**src/rtl/atr_pkg.sv**
```systemverilog
package atr_pkg;
  typedef enum logic [2:0] {
    TAG_FMT  = 3'd0,
    TAG_A    = 3'd1,
    TAG_B    = 3'd2,
    TAG_C    = 3'd3,
    TAG_D    = 3'd4,
    TAG_HIST = 3'd5,
    TAG_CHK  = 3'd6
  } atr_tag_e;

  typedef enum logic [2:0] {
    PH_IDLE,
    PH_FMT,
    PH_IFACE,
    PH_HIST,
    PH_CHECK,
    PH_FIN
  } atr_phase_e;
endpackage

```
**src/rtl/atr_xor_acc.sv**
```systemverilog
module atr_xor_acc #(
  parameter int DATA_W = 8
) (
  input  logic              clk,
  input  logic              rst,
  input  logic              clear,
  input  logic              en,
  input  logic [DATA_W-1:0] din,
  output logic [DATA_W-1:0] acc_next
);
  logic [DATA_W-1:0] acc_q;

  assign acc_next = acc_q ^ din;

  always_ff @(posedge clk) begin
    if (rst || clear) acc_q <= '0;
    else if (en)      acc_q <= acc_next;
  end
endmodule

```
**src/rtl/atr_cursor.sv**
```systemverilog
module atr_cursor
  import atr_pkg::*;
#(
  parameter int DATA_W  = 8,
  parameter int MAX_LEN = 32,
  localparam int NIB    = DATA_W / 2,
  localparam int SEL_W  = $clog2(NIB),
  localparam int CNT_W  = $clog2(MAX_LEN + 1)
) (
  input  logic              clk,
  input  logic              rst,
  input  logic              start,
  input  logic              byte_valid,
  input  logic [DATA_W-1:0] byte_data,
  output logic              take,
  output logic              ovf,
  output logic              last,
  output logic              in_group1,
  output atr_tag_e          cur_tag
);
  atr_phase_e       phase, nxt;
  logic [NIB-1:0]   pend, pend_n;
  logic [NIB-1:0]   hist, hist_n;
  logic             need_tck, tck_n;
  logic             first_q, first_n;
  logic [CNT_W-1:0] count;
  logic [SEL_W-1:0] sel;
  logic             active;

  localparam logic [SEL_W-1:0] SEL_D = SEL_W'(NIB - 1);

  assign active    = (phase != PH_IDLE) && (phase != PH_FIN);
  assign ovf       = byte_valid && !start && active && (count == CNT_W'(MAX_LEN));
  assign take      = byte_valid && !start && active && !ovf;
  assign in_group1 = first_q;

  // lowest pending presence bit wins: fixed kind order within a group
  always_comb begin
    logic found;
    found = 1'b0;
    sel   = '0;
    for (int i = 0; i < NIB; i++) begin
      if (pend[i] && !found) begin
        sel   = SEL_W'(i);
        found = 1'b1;
      end
    end
  end

  always_comb begin
    pend_n  = pend;
    hist_n  = hist;
    tck_n   = need_tck;
    first_n = first_q;
    cur_tag = TAG_FMT;
    unique case (phase)
      PH_FMT: begin
        cur_tag = TAG_FMT;
        pend_n  = byte_data[DATA_W-1:NIB];
        hist_n  = byte_data[NIB-1:0];
      end
      PH_IFACE: begin
        cur_tag = atr_tag_e'(3'(sel) + 3'd1);
        if (sel == SEL_D) begin
          pend_n  = byte_data[DATA_W-1:NIB];
          first_n = 1'b0;
          if (byte_data[NIB-1:0] != '0) tck_n = 1'b1;
        end else begin
          pend_n = pend & ~(NIB'(1) << sel);
        end
      end
      PH_HIST: begin
        cur_tag = TAG_HIST;
        hist_n  = hist - NIB'(1);
      end
      PH_CHECK: cur_tag = TAG_CHK;
      default: ;
    endcase

    if (phase == PH_CHECK)  nxt = PH_FIN;
    else if (pend_n != '0)  nxt = PH_IFACE;
    else if (hist_n != '0)  nxt = PH_HIST;
    else if (tck_n)         nxt = PH_CHECK;
    else                    nxt = PH_FIN;
    last = (nxt == PH_FIN);
  end

  always_ff @(posedge clk) begin
    if (rst) begin
      phase    <= PH_IDLE;
      pend     <= '0;
      hist     <= '0;
      need_tck <= 1'b0;
      first_q  <= 1'b1;
      count    <= '0;
    end else if (start) begin
      phase    <= PH_FMT;
      pend     <= '0;
      hist     <= '0;
      need_tck <= 1'b0;
      first_q  <= 1'b1;
      count    <= '0;
    end else if (ovf) begin
      phase <= PH_FIN;
    end else if (take) begin
      phase    <= nxt;
      pend     <= pend_n;
      hist     <= hist_n;
      need_tck <= tck_n;
      first_q  <= first_n;
      count    <= count + CNT_W'(1);
    end
  end

  assert_len_bound_R8: assert property (@(posedge clk) disable iff (rst)
    count <= CNT_W'(MAX_LEN));

  assert_stop_after_ovf_R8: assert property (@(posedge clk) disable iff (rst)
    ovf |=> (phase == PH_FIN) || start);
endmodule

```
**src/rtl/atr_field_latch.sv**
```systemverilog
module atr_field_latch
  import atr_pkg::*;
#(
  parameter int              DATA_W     = 8,
  parameter logic [DATA_W-1:0] RATE_DFLT = 8'h11,
  localparam int             NIB        = DATA_W / 2
) (
  input  logic              clk,
  input  logic              rst,
  input  logic              start,
  input  logic              take,
  input  logic              in_group1,
  input  atr_tag_e          cur_tag,
  input  logic [DATA_W-1:0] byte_data,
  output logic [DATA_W-1:0] rate_q,
  output logic [DATA_W-1:0] guard_q,
  output logic [NIB-1:0]    proto_q,
  output logic              proto_bad_q
);
  localparam logic [NIB-1:0] PROTO_RSV = '1;

  always_ff @(posedge clk) begin
    if (rst || start) begin
      rate_q      <= RATE_DFLT;
      guard_q     <= '0;
      proto_q     <= '0;
      proto_bad_q <= 1'b0;
    end else if (take && in_group1) begin
      if (cur_tag == TAG_A) rate_q  <= byte_data;
      if (cur_tag == TAG_C) guard_q <= byte_data;
      if (cur_tag == TAG_D) begin
        proto_q <= byte_data[NIB-1:0];
        if (byte_data[NIB-1:0] == PROTO_RSV) proto_bad_q <= 1'b1;
      end
    end
  end
endmodule

```
**src/rtl/atr_frame_parser.sv**
```systemverilog
module atr_frame_parser
  import atr_pkg::*;
#(
  parameter int DATA_W  = 8,
  parameter int MAX_LEN = 32,
  localparam int NIB    = DATA_W / 2
) (
  input  logic              clk,
  input  logic              rst,
  input  logic              start,
  input  logic              byte_valid,
  input  logic [DATA_W-1:0] byte_data,
  output logic              tag_valid,
  output logic [2:0]        tag,
  output logic              done,
  output logic              chk_err,
  output logic              proto_err,
  output logic              len_err,
  output logic [DATA_W-1:0] rate_byte,
  output logic [DATA_W-1:0] guard_byte,
  output logic [NIB-1:0]    first_proto
);
  logic              take, ovf, last, in_group1;
  atr_tag_e          cur_tag;
  logic [DATA_W-1:0] acc_next;
  atr_tag_e          tag_q;

  atr_cursor #(.DATA_W(DATA_W), .MAX_LEN(MAX_LEN)) u_cursor (
    .clk(clk), .rst(rst), .start(start), .byte_valid(byte_valid),
    .byte_data(byte_data), .take(take), .ovf(ovf), .last(last),
    .in_group1(in_group1), .cur_tag(cur_tag)
  );

  atr_xor_acc #(.DATA_W(DATA_W)) u_xor (
    .clk(clk), .rst(rst), .clear(start), .en(take),
    .din(byte_data), .acc_next(acc_next)
  );

  atr_field_latch #(.DATA_W(DATA_W)) u_fields (
    .clk(clk), .rst(rst), .start(start), .take(take),
    .in_group1(in_group1), .cur_tag(cur_tag), .byte_data(byte_data),
    .rate_q(rate_byte), .guard_q(guard_byte), .proto_q(first_proto),
    .proto_bad_q(proto_err)
  );

  always_ff @(posedge clk) begin
    if (rst || start) begin
      tag_valid <= 1'b0;
      tag_q     <= TAG_FMT;
      done      <= 1'b0;
      chk_err   <= 1'b0;
      len_err   <= 1'b0;
    end else begin
      tag_valid <= take;
      done      <= take && last;
      if (take) tag_q <= cur_tag;
      if (take && cur_tag == TAG_CHK && acc_next != '0) chk_err <= 1'b1;
      if (ovf) len_err <= 1'b1;
    end
  end

  assign tag = tag_q;

  assert_done_with_tag_R5: assert property (@(posedge clk) disable iff (rst)
    done |-> tag_valid);

  assert_mismatch_on_check_R6: assert property (@(posedge clk) disable iff (rst)
    $rose(chk_err) |-> tag_valid && tag == TAG_CHK && done);

  assert_proto_flag_R7: assert property (@(posedge clk) disable iff (rst)
    $rose(proto_err) |-> tag_valid && tag == TAG_D && first_proto == '1);

  assert_no_tag_on_ovf_R8: assert property (@(posedge clk) disable iff (rst)
    $rose(len_err) |-> !tag_valid && !done);

  assert_start_clears_R10: assert property (@(posedge clk) disable iff (rst)
    start |=> !tag_valid && !len_err && !chk_err);
endmodule

```
**config.mk**
```make
export PLATFORM = sky130hd
export DESIGN_NAME = atr_frame_parser
export DESIGN_NICKNAME = d
export VERILOG_FILES = /design/src/rtl/atr_pkg.sv /design/src/rtl/atr_xor_acc.sv /design/src/rtl/atr_cursor.sv /design/src/rtl/atr_field_latch.sv /design/src/rtl/atr_frame_parser.sv
export SDC_FILE = /design/constraint.sdc
export NUM_CORES = 1
export LEC_CHECK = 0
export ABC_AREA = 1
export BUFFER_PORTS_ARGS = -buffer_cell sky130_fd_sc_hd__buf_2
export CORE_UTILIZATION = 30
export DETAILED_ROUTE_END_ITERATION = 8
export GPL_TIMING_DRIVEN = 0
export SLEW_MARGIN = 0
export SYNTH_ARGS = -nofsm -noshare
export SYNTH_HDL_FRONTEND = slang
export SYNTH_SLANG_ARGS = --single-unit
```
**constraint.sdc**
```tcl
create_clock -name clk -period 4 [get_ports clk]
set_clock_uncertainty 0.2 [all_clocks]
set_input_delay 0.8 -clock clk [delete_from_list [all_inputs] [get_ports clk]]
set_output_delay 0.8 -clock clk [all_outputs]
set_load 0.05 [all_outputs]
```
==> results of run 1 <==
## routing by layer
metal | GRT usage [%] | vias up
met5 | 0 | -
met2 | 23.8 | 82
met4 | 4.02 | 0
met3 | 4.19 | 11
li1 | - | 1288
met1 | 20.0 | 1164
## path summary, 6_finish.rpt
check | depth (start not counted) | startpoint | slack (ps) | end
setup / recovery | 11 | u_cursor.pend[3]$_SDFFE_PP0P_ | 1320 | u_fields.rate_q[4]$_SDFFE_PP1P_
hold / removal | 2 | chk_err$_SDFFE_PP0P_ | 260 | chk_err$_SDFFE_PP0P_
setup reg to reg | 11 | u_cursor.pend[3]$_SDFFE_PP0P_ | 1320 | u_fields.rate_q[4]$_SDFFE_PP1P_
hold reg to reg | 2 | chk_err$_SDFFE_PP0P_ | 260 | chk_err$_SDFFE_PP0P_
## state kept, by name (all words and copies together) (netlist names)
| name | flops |
|---|---|
| u_fields.proto_bad_q | 1 |
| tag_valid | 1 |
| len_err | 1 |
| u_cursor.phase | 3 |
| chk_err | 1 |
| u_cursor.in_group1 | 1 |
| done | 1 |
| u_cursor.need_tck | 1 |
| u_xor.acc_q | 8 |
| u_fields.proto_q | 4 |
| u_cursor.hist | 4 |
| u_cursor.count | 6 |
| u_fields.rate_q | 8 |
| tag | 3 |
| u_cursor.pend | 4 |
| u_fields.guard_q | 8 |
## worst register-to-register path, stage by stage, from the launching register on
cell and delay [ps]:
dfxtp_1 360, o21ai_0 370, inv_1 150, ha_1 240, inv_1 100, nor2_4 50
nor3_2 230, nand2_2 150, nor3_4 440, inv_4 110, nand2_1 100, o211ai_2 70
## per-stage QoR
stage	util [%]	cell area [sq um]	hold slack [ps]	cells	setup WS (ps)
2_1_floorplan	-	2710	231	369	1750
3_3_place_gp	34.8	3040	238	516	1430
3_5_place_dp	34.8	3040	242	516	1380
4_1_cts	36.2	3150	259	524	1350
5_1_grt	36.2	3150	299	524	1170
6_report	36.2	3150	257	524	1320
## where the power goes
part / switching, mW / total [mW] / internal, mW
logic: 0.0714 / 0.101 / 0.0299
registers: 0.00444 / 0.557 / 0.553
clock network: 0.203 / 0.397 / 0.194
total: 0.279 / 1.06 / 0.776
## synth_stat cells (2+ instances only)
cell type  count
a211oi_1       3
nor3_4         2
inv_2          4
dfxtp_1       55
ha_1           8
a31oi_1        3
buf_2          4
nor3_2         2
o21ai_0       31
clkbuf_1       6
nand3b_1       3
nand3_1       24
inv_1         38
xor2_1         8
a21oi_1       32
nor2_4         2
o21ai_1       10
nand2_1       57
inv_4          2
o211ai_2       2
nor2_2         2
nand2_4        2
nor4_1         2
nor2_1        56
## cells by family after synthesis
group	after synthesis	share of synthesized area, %
AOI/OAI and AO/OA	83	16.8
xor gates and xnor gates	8	2.59
adders and majority gates	8	3.70
buffers and inverters	56	8.56
DFF	55	40.7
and+or+nand+nor	159	27.6
## final cells by class
class | instances | area (sq um) | share of cell area, %
Clock buffer | 5 | 68.8 | 2.18
Multi-Input combinational cell | 258 | 1370 | 43.5
Tap cell | 108 | 135 | 4.28
Clock inverter | 3 | 50.0 | 1.59
Inverter | 44 | 170 | 5.39
Buffer | 12 | 61.3 | 1.94
Sequential cell | 55 | 1100 | 34.9
Timing Repair Buffer | 39 | 195 | 6.19
==> summary.md, run 1 <==
| Metric | Value |
|---|---|
| Max IR drop VDD | `0.185 mV` |
| Vias | `2545` |
| F_max | `373 MHz` |
| CTS root buffer | `clkbuf_8` |
| Area delta synth->final | `16.6%` |
| Antenna Cells | `0` |
| Seq/Total Area, Yosys | `40.7%` |
| Drt via density | `4.86` |
| Die width | `97.0 microns` |
| Leakage | `1.49 nW` |
| Top Metal Used | `met4` |
| Synth Area per Inst | `7.33 sq um` |
| Metal-1 WL | `3370 microns` |
| Gr usage total | `15.0%` |
| Synth Cell Area | `2710 sq um` |
| Yosys top cell area share | `40.7%` |
| CTS H-tree lvls | `2` |
| CP dominant cell by count | `inv_1` |
| Async SR Flop Fraction | `0%` |
| Vias in the first global route | `2416` |
| Critical path arrival | `2670 ps` |
| Max clock buf depth | `2` |
| Core area | `8720 sq um` |
| Num CTS Buffers | `5` |
| Netlist cell types | `35` |
| Worst path cell trace | `o21ai_0 > inv_1 > ha_1 > inv_1 > nor2_4 > nor3_2 > nand2_2 > nor3_4 > inv_4 > nand2_1 > o211ai_2` |
| Port-buffer cells | `39` |
| CTS tree | `built` |
| Effective utilization at floorplan | `31.0%` |
| Final Hold Viols | `0` |
| Post-synth net total | `389` |
| Total congestion overflow | `0` |
| RSZ-0062 raised after global routing | `no` |
| WL met2 | `3010 microns` |
| Commonest non-fill, non-tap cell in the layout | `nand2_1` |
| Largest incremental delay on the critical path | `440 ps` |
| Row count | `34` |
| Worst-Margin Slew | `590 ps` |
| Synthesized instance count | `369` |
| Dpl hpwl | `5080 microns` |
| CP required | `3990 ps` |
| Share of cells above drive strength 1 | `18.0%` |
| Post-CTS Resized | `0` |
| Pwr Total | `1.06 mW` |
| RD Place Congestion | `0.808` |
| # fillers | `922` |
| CP Max Fanout | `10` |
| Slowest CP cell | `nor3_4` |
| Clk_lat worst skew | `320 ps` |
| Worst Setup End Kind | `flop` |
| Max-slew violation count | `0` |
| Die Footprint | `9400 sq um` |
| Hold-fix buffers, CTS | `0` |
| EDFF count, synth | `0` |
| Ys flop type | `dfxtp_1` |
| Nets | `435` |
| DRC viols | `0` |
| Final setup viols | `0` |
| FF+latch count, synth | `55` |
| Outcome | `complete, no violations` |
| DIE HEIGHT | `97.0 microns` |
| Ports | `40` |
| DRT iter0 DRCs | `131` |
| Pre-antenna DRT Iters | `6` |
| Routed WL per cell | `13.2 microns` |
| Final antenna-violating net count | `0` |
| Final wirelength | `6900 microns` |
| PD cells | `334 nW/um^2` |
| First-pass GRT wire length | `11400 microns` |
| Post-CTS setup buffers | `0` |
| WP buf/inv | `3` |
| # clock sinks | `55` |
| Tcrit/Tclk final | `67.0%` |
| Min Tclk post-route | `2680 ps` |
| Yosys top cell by area | `dfxtp_1` |
| Slew headroom | `60.7%` |
| Startpoint types | `flop` |
| Met3 wire len | `438 microns` |
| Hold Crit Class | `flop to flop` |
| Synth Warn # | `0` |
| Most frequent cells in the layout | `nand2_1, nor2_1, dfxtp_1, buf_2, inv_1` |
| WS Path Type | `flop to flop` |
| Clk slew on worst S/H paths | `110 ps` |
| Synth top area cells | `dfxtp_1, nand2_1, nor2_1, a21oi_1, o21ai_0` |
| Max Cap Viol | `0` |
| Pin count of the biggest net entering global routing | `20` |
| Antenna violations before repair | `0` |
| CP top delay family | `simple AND/OR/NAND/NOR gates` |
| Setup TNS | `0 ps` |
No activity file was read; power rests on OpenSTA's default activity.
==> inputs of run 2 (changes only) <==
- ABC_AREA: 1 -> 0
- clock period: 4 -> 2.45 ns (I/O delays scaled with it)
==> summary.md, run 2 <==
| Metric | Value |
|---|---|
| Outcome | `complete, no violations (unchanged)` |
| # clock sinks | `55 (unchanged)` |
| FF+latch area | `1110 sq um (was 1100 sq um)` |
| Placed Cells incl. Taps | `488 (was 516)` |
| DP Area | `3190 sq um (was 3040 sq um)` |
| FF+latch count, synth | `55 (unchanged)` |
| CP Max Fanout | `5 (was 10)` |
| Largest incremental delay on the critical path | `340 ps (was 440 ps)` |
| Most frequent cells in the layout | `nor2_1, dfxtp_1, buf_2, nand2_1, a21oi_1 (was nand2_1, nor2_1, dfxtp_1, buf_2, inv_1)` |
| Complex-gate fraction of the synthesized area | `13.7% (was 16.8%)` |
| Largest registers | `u_fields.guard_q x8, u_fields.rate_q x8, u_xor.acc_q x8 (unchanged)` |
| Vias in the first global route | `2395 (was 2416)` |
| WP buf/inv | `3 (unchanged)` |
| CTS tree | `built (unchanged)` |
| Max IR drop VDD | `0.270 mV (was 0.185 mV)` |
| Sw Ratio | `26.9% (was 26.5%)` |
| Num CTS Buffers | `5 (unchanged)` |
| Multi-input gate area | `1760 sq um (was 1370 sq um)` |
| Clk slew on worst S/H paths | `110 ps (about the same)` |
| Hold endpoint | `u_cursor.phase[0]$_SDFFE_PP0P_ (was chk_err$_SDFFE_PP0P_)` |
| Reg-to-reg startpoint | `u_cursor.pend[3]$_SDFFE_PP0P_ (unchanged)` |
| Post-route cell area | `3550 sq um (was 3150 sq um)` |
| Critical Path Stages | `11 (unchanged)` |
| Synthesized instance count | `324 (was 369)` |
| Max clock buf depth | `2 (unchanged)` |
| Worst R2R Path Depth | `11 (unchanged)` |
| Pre-antenna DRT Iters | `4 (was 6)` |
| Post-synthesis xor/xnor area fraction | `6.45% (was 2.59%)` |
| CP top delay family | `compound AO/OA/AOI/OAI gates (was simple AND/OR/NAND/NOR gates)` |
| Gr usage total | `15.5% (was 15.0%)` |
| Synth Warn # | `0 (unchanged)` |
| Synth top area cells | `dfxtp_1, nor2_1, mux2i_1, a21oi_1, ha_1 (was dfxtp_1, nand2_1, nor2_1, a21oi_1, o21ai_0)` |
| PnR worst setup slack | `28.0 ps (was 1320 ps)` |
| Main combinational cell family by area after synthesis | `simple AND/OR/NAND/NOR gates (unchanged)` |
| Reg-to-reg endpoint | `u_cursor.phase[2]$_SDFFE_PP0P_ (was u_fields.rate_q[4]$_SDFFE_PP1P_)` |
| Leakage | `1.38 nW (was 1.49 nW)` |
| Cell with the most instances after synthesis | `nor2_1 (was nand2_1)` |
| Nets | `395 (was 435)` |
| Ys flop type | `dfxtp_1 (unchanged)` |
| R2r setup slk | `30 ps (was 1320 ps)` |
| Pin count of the biggest net entering global routing | `20 (unchanged)` |
| Area delta synth->final | `24.6% (was 16.6%)` |
| DRT iter0 DRCs | `88 (was 131)` |
| Worst-Margin Slew | `676 ps (was 590 ps)` |
| Antenna violations before repair | `0 (unchanged)` |
| PD cells | `503 nW/um^2 (was 334 nW/um^2)` |
| Critical path arrival | `2470 ps (was 2670 ps)` |
| Post-synth net total | `344 (was 389)` |
| DRC viols | `0 (unchanged)` |
| Async SR Flop Fraction | `0% (unchanged)` |
| Place WS | `-322 ps (was 1380 ps)` |
| Most frequent cells after synthesis | `nor2_1, dfxtp_1, nand2_1, a21oi_1, mux2i_1 (was nand2_1, nor2_1, dfxtp_1, inv_1, a21oi_1)` |
| Drt via density | `4.74 (was 4.86)` |
| Final antenna-violating net count | `0 (unchanged)` |
| Synth Cell Area | `2850 sq um (was 2710 sq um)` |
| Tcrit/Tclk final | `98.9% (was 67.0%)` |
| EDFF count, synth | `0 (unchanged)` |
| Clk_lat worst skew | `320 ps (about the same)` |
| Worst path cell trace | `buf_4 > o21a_4 > inv_4 > ha_4 > nor2_2 > o211ai_1 > o311ai_4 > nor4_4 > buf_6 > a211oi_2 > nor3_1 (was o21ai_0 > inv_1 > ha_1 > inv_1 > nor2_4 > nor3_2 > nand2_2 > nor3_4 > inv_4 > nand2_1 > o211ai_2)` |
| Hold path start | `rst (was chk_err$_SDFFE_PP0P_)` |
| Final wirelength | `7170 microns (was 6900 microns)` |
| RSZ-0062 raised after global routing | `yes (was no)` |
| Area share of and/or/nand/nor cells after synthesis | `26.4% (was 27.6%)` |
| Adder-cell share of the synthesized area | `3.51% (was 3.70%)` |
| Hold-fix buffers, CTS | `0 (unchanged)` |
| Yosys top cell by area | `dfxtp_1 (unchanged)` |
| Share of cells above drive strength 1 | `27.4% (was 18.0%)` |
| Total congestion overflow | `0 (unchanged)` |
| Gate power share | `12.6% (was 9.6%)` |
| Die Footprint | `9900 sq um (was 9400 sq um)` |
| Max Cap Viol | `0 (unchanged)` |
| Antenna Cells | `0 (unchanged)` |
| Post-route insts no fill | `505 (was 524)` |
| Commonest non-fill, non-tap cell in the layout | `nor2_1 (was nand2_1)` |
| Final setup viols | `0 (unchanged)` |
| Netlist cell types | `56 (was 35)` |
| Hold Crit Class | `primary input to flop (was flop to flop)` |
| RD Place Congestion | `0.816 (was 0.808)` |
| Ports | `40 (unchanged)` |
| Pwr Total | `1.79 mW (was 1.06 mW)` |
| First-pass GRT wire length | `12200 microns (was 11400 microns)` |
| Flop pwr share | `50.8% (was 52.8%)` |
| Pint | `1.31 mW (was 776 uW)` |
| Post-synthesis mux area share | `6.67% (was 0%)` |
| Row count | `35 (was 34)` |
| Startpoint types | `flop (unchanged)` |
| F_max | `413 MHz (was 373 MHz)` |
| Die width | `99.5 microns (was 97.0 microns)` |
| CTS H-tree lvls | `2 (unchanged)` |
| NetSw | `481 uW (was 279 uW)` |
| DIE HEIGHT | `99.5 microns (was 97.0 microns)` |
| Dpl hpwl | `4950 microns (was 5080 microns)` |
| Vias | `2396 (was 2545)` |
| WS Path Type | `flop to flop (unchanged)` |
| Worst Setup End Kind | `flop (unchanged)` |
| CP required | `2500 ps (was 3990 ps)` |
| Final Hold Viols | `0 (unchanged)` |
| Synth Area per Inst | `8.80 sq um (was 7.33 sq um)` |
| # fillers | `958 (was 922)` |
| Routed WL per cell | `14.2 microns (was 13.2 microns)` |
| Clk pwr share | `36.6% (was 37.6%)` |
| Yosys top cell area share | `38.6% (was 40.7%)` |
| Hold path depth | `3 (was 2)` |
| Core area | `9240 sq um (was 8720 sq um)` |
| Slowest CP cell | `dfxtp_2 (was nor3_4)` |
| Port-buffer cells | `35 (was 39)` |
| Effective utilization at floorplan | `30.9% (was 31.0%)` |
| Seq/Total Area, Yosys | `38.6% (was 40.7%)` |
| Max-slew violation count | `0 (unchanged)` |
| Min Tclk post-route | `2420 ps (was 2680 ps)` |
| Slew headroom | `54.5% (was 60.7%)` |
| CTS root buffer | `clkbuf_8 (unchanged)` |
-- run 2: worst reg2reg max path, cell delays in order (launching register included) --
cell and delay (ps):
dfxtp_2 340, buf_4 140, o21a_4 240, inv_4 80, ha_4 130, nor2_2 30
o211ai_1 270, o311ai_4 170, nor4_4 310, buf_6 170, a211oi_2 60, nor3_1 200
-- run 2: final cells by class --
type	count	share of cell area, %
timing repair buffer	44	7.50
multi-input combinational	242	49.6
buffer	19	2.85
tap	129	4.54
sequential	55	31.2
inverter	8	0.986
clock inverter	3	1.41
clock buffer	5	1.94
-- run 2: how the worst max path moves through the flow --
stage / startpoint / to / slack, ps
after floorplan: u_cursor.pend[3]$_SDFFE_PP0P_ / u_fields.proto_q[0]$_SDFFE_PP0P_ / 20
after global placement: u_cursor.pend[3]$_SDFFE_PP0P_ / u_fields.guard_q[7]$_SDFFE_PP0P_ / -310
after detailed placement: u_cursor.pend[3]$_SDFFE_PP0P_ / u_fields.guard_q[2]$_SDFFE_PP0P_ / -320
after CTS: u_cursor.pend[3]$_SDFFE_PP0P_ / u_cursor.phase[2]$_SDFFE_PP0P_ / 3
after global routing: u_cursor.pend[3]$_SDFFE_PP0P_ / u_cursor.phase[2]$_SDFFE_PP0P_ / -70
final: u_cursor.pend[3]$_SDFFE_PP0P_ / u_cursor.phase[2]$_SDFFE_PP0P_ / 30
-- run 2: cells by family (layout without fill, tap and decap cells) --
logic type	after synthesis	count (layout)
AND/OR/NAND/NOR	136	136
multiplexers	19	19
XOR/XNOR	21	21
adder cells (fa/ha/maj)	8	8
flip-flops	55	55
buffers and inverters	27	79
AO/OA/AOI/OAI	58	58
-- run 2: metrics by stage --
stage | hold WS (ps) | util, % | setup TNS [ps]
finish | 229 | 38.5 | 0
global route | 244 | 38.5 | -153
CTS | 233 | 37.4 | 0
detailed placement | 247 | 34.6 | -4580
global placement | 245 | 34.6 | -4170
floorplan | 243 | - | 0
-- run 2: power groups by stage --
stage / Combinational (mW) / Sequential [mW] / Clock, mW
5_1_grt: 0.246 / 0.909 / 0.694
3_3_place_gp: 0.192 / 0.928 / 0
6_report: 0.226 / 0.907 / 0.654
3_5_place_dp: 0.194 / 0.928 / 0
2_1_floorplan: 0.138 / 0.928 / 0
4_1_cts: 0.208 / 0.907 / 0.661
-- run 2: metal layers --
metal | global-route usage [%] | routed length [microns] | vias up
met5 | 0 | 0 | -
met4 | 3.51 | 102 | 0
met3 | 2.39 | 232 | 11
met2 | 26.2 | 3430 | 44
met1 | 20.7 | 3400 | 1134
li1 | - | - | 1207
-- run 2: repair_timing --
item | 4_1_cts | 5_1_grt
gates cloned | 0 | 0
setup endpoints to repair | 25 | 24
resized for setup | 18 | 19
pin swaps | 8 | 16
buffers inserted | 8 | 1
